<file path="src/rtl/wp_pkg.sv">
package wp_pkg;

    typedef enum logic [3:0] {
        K_NONE, K_RD, K_WR, K_PAGE, K_FILL, K_WEN, K_WDS,
        K_PRD, K_PREN, K_PWR, K_PCLR, K_LOCK
    } kind_e;

    typedef struct packed {
        logic ok;
        logic busy;
        logic set_auth;
        logic ld_base;
        logic ld_clear;
        logic set_lock;
    } verdict_t;

    function automatic logic is_mem_write(kind_e k);
        return (k == K_WR) || (k == K_PAGE) || (k == K_FILL);
    endfunction

endpackage

</file>
<file path="src/rtl/wp_decode.sv">
module wp_decode #(
    parameter int AW = 8
) (
    input  logic          prot,
    input  logic [1:0]    op,
    input  logic [AW-1:0] addr,
    output wp_pkg::kind_e kind
);
    import wp_pkg::*;

    logic [1:0] top2;
    assign top2 = addr[AW-1 -: 2];

    always_comb begin
        kind = K_NONE;
        if (!prot) begin
            unique case (op)
                2'b10: kind = K_RD;
                2'b01: kind = K_WR;
                2'b11: kind = K_PAGE;
                default: begin
                    if (top2 == 2'b01)      kind = K_FILL;
                    else if (top2 == 2'b11) kind = K_WEN;
                    else if (top2 == 2'b00) kind = K_WDS;
                    else                    kind = K_NONE;
                end
            endcase
        end else begin
            unique case (op)
                2'b10: kind = K_PRD;
                2'b01: kind = K_PWR;
                2'b11: kind = (&addr) ? K_PCLR : K_NONE;
                default: begin
                    if (top2 == 2'b11)   kind = K_PREN;
                    else if (addr == '0) kind = K_LOCK;
                    else                 kind = K_NONE;
                end
            endcase
        end
    end

endmodule

</file>
<file path="src/rtl/wp_judge.sv">
module wp_judge #(
    parameter int AW        = 8,
    parameter int PAGE_BITS = 2
) (
    input  wp_pkg::kind_e    kind,
    input  logic [AW-1:0]    addr,
    input  logic             wel,
    input  logic             wpin,
    input  logic [AW-1:0]    base,
    input  logic             flag,
    input  logic             lock,
    input  logic             auth,
    output wp_pkg::verdict_t v
);
    import wp_pkg::*;

    localparam logic [AW-1:0] PAGE_MASK = AW'((1 << PAGE_BITS) - 1);

    logic [AW-1:0] page_hi;
    logic          wr_en;
    logic          pr_en;

    assign page_hi = addr | PAGE_MASK;
    assign wr_en   = wel && wpin;
    assign pr_en   = auth && wpin && !lock;

    always_comb begin
        v = '0;
        unique case (kind)
            K_RD, K_PRD, K_WEN, K_WDS: v.ok = 1'b1;
            K_WR:   v.ok = wr_en && (addr < base);
            K_PAGE: v.ok = wr_en && (page_hi < base);
            K_FILL: v.ok = wr_en && flag;
            K_PREN: begin
                v.ok       = wr_en;
                v.set_auth = wr_en;
            end
            K_PWR: begin
                v.ok      = pr_en;
                v.ld_base = pr_en;
            end
            K_PCLR: begin
                v.ok       = pr_en;
                v.ld_clear = pr_en;
            end
            K_LOCK: begin
                v.ok       = pr_en;
                v.set_lock = pr_en;
            end
            default: v.ok = 1'b0;
        endcase
        v.busy = v.ok && (is_mem_write(kind) || kind == K_PWR ||
                          kind == K_PCLR || kind == K_LOCK);
    end

endmodule

</file>
<file path="src/rtl/wp_store.sv">
module wp_store #(
    parameter int AW = 8
) (
    input  logic             clk,
    input  logic             rst,
    input  logic             nv_clr,
    input  logic             upd,
    input  logic [AW-1:0]    addr,
    input  wp_pkg::verdict_t v,
    output logic [AW-1:0]    base_q,
    output logic             flag_q,
    output logic             lock_q,
    output logic             auth_q
);
    // Boundary, flag and lock: only the test reset touches them.
    always_ff @(posedge clk) begin
        if (nv_clr) begin
            base_q <= '1;
            flag_q <= 1'b1;
            lock_q <= 1'b0;
        end else if (upd) begin
            if (v.ld_base) begin
                base_q <= addr;
                flag_q <= 1'b0;
            end else if (v.ld_clear) begin
                base_q <= '1;
                flag_q <= 1'b1;
            end
            if (v.set_lock) lock_q <= 1'b1;
        end
    end

    // Authorization lasts exactly one following strobe.
    always_ff @(posedge clk) begin
        if (nv_clr || rst)
            auth_q <= 1'b0;
        else if (upd)
            auth_q <= v.set_auth;
    end

endmodule

</file>
<file path="src/rtl/wp_guard.sv">
module wp_guard #(
    parameter int AW        = 8,
    parameter int PAGE_BITS = 2
) (
    input  logic          clk,
    input  logic          rst,
    input  logic          nv_clr,
    input  logic          ins_vld,
    input  logic          ins_prot,
    input  logic          ins_wpin,
    input  logic          wel,
    input  logic [1:0]    ins_op,
    input  logic [AW-1:0] ins_addr,
    output logic          resp_vld,
    output logic          resp_ok,
    output logic          resp_busy,
    output logic [AW:0]   pr_rdata
);
    import wp_pkg::*;

    kind_e         kind;
    verdict_t      verd;
    logic [AW-1:0] base_q;
    logic          flag_q;
    logic          lock_q;
    logic          auth_q;

    wp_decode #(.AW(AW)) u_dec (
        .prot (ins_prot),
        .op   (ins_op),
        .addr (ins_addr),
        .kind (kind)
    );

    wp_judge #(.AW(AW), .PAGE_BITS(PAGE_BITS)) u_judge (
        .kind (kind),
        .addr (ins_addr),
        .wel  (wel),
        .wpin (ins_wpin),
        .base (base_q),
        .flag (flag_q),
        .lock (lock_q),
        .auth (auth_q),
        .v    (verd)
    );

    wp_store #(.AW(AW)) u_store (
        .clk    (clk),
        .rst    (rst),
        .nv_clr (nv_clr),
        .upd    (ins_vld),
        .addr   (ins_addr),
        .v      (verd),
        .base_q (base_q),
        .flag_q (flag_q),
        .lock_q (lock_q),
        .auth_q (auth_q)
    );

    always_ff @(posedge clk) begin
        if (rst || nv_clr) begin
            resp_vld  <= 1'b0;
            resp_ok   <= 1'b0;
            resp_busy <= 1'b0;
        end else begin
            resp_vld  <= ins_vld;
            resp_ok   <= ins_vld && verd.ok;
            resp_busy <= ins_vld && verd.busy;
        end
    end

    assign pr_rdata = {base_q, flag_q};

endmodule

</file>
<file path="config.mk">
export PLATFORM = sky130hd
export DESIGN_NAME = wp_guard
export DESIGN_NICKNAME = d
export VERILOG_FILES = /design/src/rtl/wp_pkg.sv /design/src/rtl/wp_decode.sv /design/src/rtl/wp_judge.sv /design/src/rtl/wp_store.sv /design/src/rtl/wp_guard.sv
export SDC_FILE = /design/constraint.sdc
export NUM_CORES = 1
export LEC_CHECK = 0
export ABC_AREA = 1
export CAP_MARGIN = 10
export CORE_ASPECT_RATIO = 0.6
export CORE_MARGIN = 5
export CORE_UTILIZATION = 35
export DETAILED_ROUTE_END_ITERATION = 8
export GPL_TIMING_DRIVEN = 0
export SYNTH_ARGS = -nofsm -noshare
export SYNTH_HDL_FRONTEND = slang
export SYNTH_SLANG_ARGS = --single-unit
</file>
<file path="constraint.sdc">
create_clock -name clk -period 2 [get_ports clk]
set_input_delay 0.6 -clock clk [delete_from_list [all_inputs] [get_ports clk]]
set_output_delay 0.6 -clock clk [all_outputs]
set_load 0.01 [all_outputs]
</file>
==> flow_metrics.py <==
metrics = {
    "synthesis": {
        "synth_area_leaders": "dfxtp_1 (23%), ha_1 (12%), inv_1 (10%), nand2_1 (8.3%), nor2_1 (7.7%)",
        "yosys_warnings": 0,
        "synth-xor-area-share_pct": 0,
        "async_reset_ff_share_pct": 0,
        "synth_fa_ha_area_share_pct": 12.3,
        "netlist.area_leader.share_pct": 22.9,
        "synth-simple-area-share_pct": 36.2,
        "netlist_area_sq_um": 1220,
        "synth_common_cells": "inv_1 (33), nand2_1 (27), nor2_1 (25)",
        "ys.flop_type": "dfxtp_1",
        "seq_area_frac_synth_pct": 22.9,
        "avgSynthCellArea_sq_um": 6.81,
        "yosysMostFrequentCell": "inv_1",
        "syn_nets": 209,
        "synth_compound_area_share_pct": 16.4,
        "synth_top_area_cell": "dfxtp_1",
        "synth.distinct_cells": 33,
        "synthMuxAreaShare_pct": 0,
        "netlist_instances": 180,
        "synth_edf_count": 0,
        "ys_seq_elements": 14,
        "synth_top_family_by_area": "simple AND/OR/NAND/NOR gates",
    },
    "detailed_routing": {
        "drtPass1Iterations": 4,
        "routed-via-count": 1303,
        "via_per_inst": 4.83,
        "drtIter0Drc": 48,
        "drc": 0,
        "wire_per_inst_microns": 13.1,
        "ant_nets": 0,
        "finalWirelength_microns": 3550,
    },
    "power": {
        "ir_drop_mv": 0.316,
        "p_leak_uw": 0.000960,
        "switching_share_pct": 30.0,
        "intPower_uw": 568,
        "pwr-share-comb_pct": 30.6,
        "seq_power_share_pct": 34.9,
        "p_per_area_nw_per_um2": 424,
        "p_sw_uw": 243,
        "p_clk_share_pct": 34.5,
    },
    "status": {
        "violations": "negative setup slack",
        "status": "finished with violations",
    },
    "place": {
        "gp_congestion": 0.854,
        "place_ws_ns": -0.839,
        "dpl.hpwl_microns": 2510,
        "port_buffers": 28,
    },
    "critical_path": {
        "criticalPathCategory": "input pin to flip-flop",
        "rr_startpoint": "u_store.base_q[5]",
        "cpMaxStageDelayCell": "buf_8",
        "end_kind": "flip-flop",
        "worst_ep_required_time_ns": 2.13,
        "worstPathArrival_ns": 2.15,
        "max_stage_delay_ns": 0.18,
        "worst-path-buf-inv": 3,
        "start_kind": "input pin",
        "cp_cell_sequence": "buf_2, nor2_1, nand2_2, nor2_1, nand2_1, nand3_2, nand2_2, nand3_4, buf_12, nand3b_4, buf_8, nand2_2, o211ai_2",
        "crit_start": "ins_addr[4]",
        "critical_path.max_fanout": 6,
        "cp_common_cell": "nand2_2",
        "cp_top_family": "simple AND/OR/NAND/NOR gates",
    },
    "grt": {
        "grt_pass1_vias": 1252,
        "grt_overflow_total": 0,
        "gr-usage-all-layers_pct": 14.8,
        "grt_max_degree": 11,
        "grt_pass1_wl_microns": 5760,
        "antenna_found_initial": 0,
    },
    "cts": {
        "ctsHoldBuffers": 0,
        "clk_latency_ns": 0.24,
        "cts_buffers": 3,
        "root_buffer": "clkbuf_8",
        "cts.sinks": 14,
        "cts.clk_slew.worst_paths_ns": 0.06,
        "htree_levels": 1,
        "cts_tree": "done",
        "cts_buffer_depth": 2,
    },
    "floorplan": {
        "die_area_sq_um": 4820,
        "placementRows": 16,
        "fp.dieW_microns": 86.4,
        "ioPinCount": 29,
        "die_y_microns": 55.8,
        "core-area_sq_um": 3300,
        "start_util_pct": 37.1,
    },
    "timing": {
        "fin_skew_ns": 0.00249,
        "setup_ws_ns": -0.0210,
        "rsz0062_at_grt": "true",
        "slew_viol_final": 0,
        "max_freq_mhz": 495,
        "period_minus_slack_ns": 2.02,
        "setup_viol": 1,
        "fin_crit_sh_pct": 101,
        "relSlewSlack_pct": 64.8,
        "tightest_slew_ns": 0.527,
        "hold_viol": 0,
    },
    "finish": {
        "syn2layout_area_growth_pct": 56.2,
        "fin_util_pct": 57.9,
        "nets": 255,
        "drive_gt1_share_pct": 36.4,
        "n_fill_cell": 311,
        "n_antenna_cell": 0,
    },
    "hold_path": {
        "hold_class": "flip-flop to flip-flop",
        "min-delay-start": "u_store.lock_q",
    },
    "job": {
        "max_cap_viol_count": 0,
    },
}
path summary, 6_finish.rpt:
| check | to | depth (start not counted) | slack (ns) |
|---|---|---|---|
| max | u_store.flag_q | 13 | -0.02 |
| min | u_store.lock_q | 2 | 0.46 |
| max reg2reg | resp_busy | 12 | 0.31 |
| min reg2reg | u_store.lock_q | 2 | 0.46 |
placed cells by master (no fill, tap or decap), drive strengths merged:
cell,synthesis,routed
o211a,1,1
nand3,12,12
o211ai,2,2
buf,2,23
clkdlybuf4s50,0,17
o31ai,1,1
ha,12,12
or2,1,1
nand3b,1,2
a31oi,1,1
inv,34,34
o21bai,1,1
nand4,3,3
nand2,33,33
o21ai,12,12
clkbuf,1,7
nor3,3,3
a21oi,15,15
nor2,30,30
dfxtp,14,14
o21a,1,1
final cells by class:
class	instances	area (sq um)	share of cell area [%]
plain buffers	3	26.3	1.37
clock buffers	4	55.1	2.88
inverters	34	135	7.06
multi-input cells	130	961	50.2
flip-flops and latches	14	280	14.7
well taps	45	56.3	2.94
repair buffers	40	399	20.9
kinds of logic (layout without fill, tap and decap cells):
family | after synthesis | after routing
simple gates | 83 | 84
buf+inv | 37 | 81
compound gates | 34 | 34
flops | 14 | 14
fa+ha+maj | 12 | 12
stage by stage:
step / instance area, sq um / TNS, ns / power, uW / cells / hold slack, ns
after floorplan: 1230 / 0 / 397 / 180 / 0.435
after global placement: 1570 / -8.64 / 465 / 253 / 0.456
after detailed placement: 1570 / -9.38 / 467 / 253 / 0.455
after CTS: 1730 / 0 / 761 / 265 / 0.466
after global routing: 1910 / -0.657 / 857 / 270 / 0.509
final: 1910 / -0.0210 / 811 / 270 / 0.464
tightest hold or removal path, cell delays in order (launching register included):
cell	delay, ns
dfxtp_1	0.29
inv_1	0.06
a21oi_1	0.06
sequential cells by signal (all words and copies together) (netlist names):
name            count
resp_ok             1
u_store.auth_q      1
u_store.lock_q      1
u_store.base_q      8
u_store.flag_q      1
resp_vld            1
resp_busy           1
repair_timing:
item                                    in CTS  in global routing
endpoints found under the setup margin      13                 11
gates cloned                                 2                  0
setup buffers                                6                  5
resized for setup                           58                 38
pin swaps                                   12                 17
routing by layer:
metal | up-vias | share of wire (%) | track usage (%)
li1 | 670 | - | -
met1 | 604 | 49 | 20.3
met2 | 21 | 45 | 22.9
met3 | 8 | 3.5 | 3.25
met4 | 0 | 1.8 | 4.67
met5 | - | 0 | 0
power by group through the flow:
| stage | sequential [uW] | clock (uW) | combinational (uW) |
|---|---|---|---|
| floorplan | 290 | 0 | 106 |
| global placement | 289 | 0 | 176 |
| detailed placement | 289 | 0 | 178 |
| CTS | 283 | 287 | 192 |
| global route | 283 | 303 | 272 |
| finish | 283 | 280 | 248 |
No activity file was read; power rests on OpenSTA's default activity.
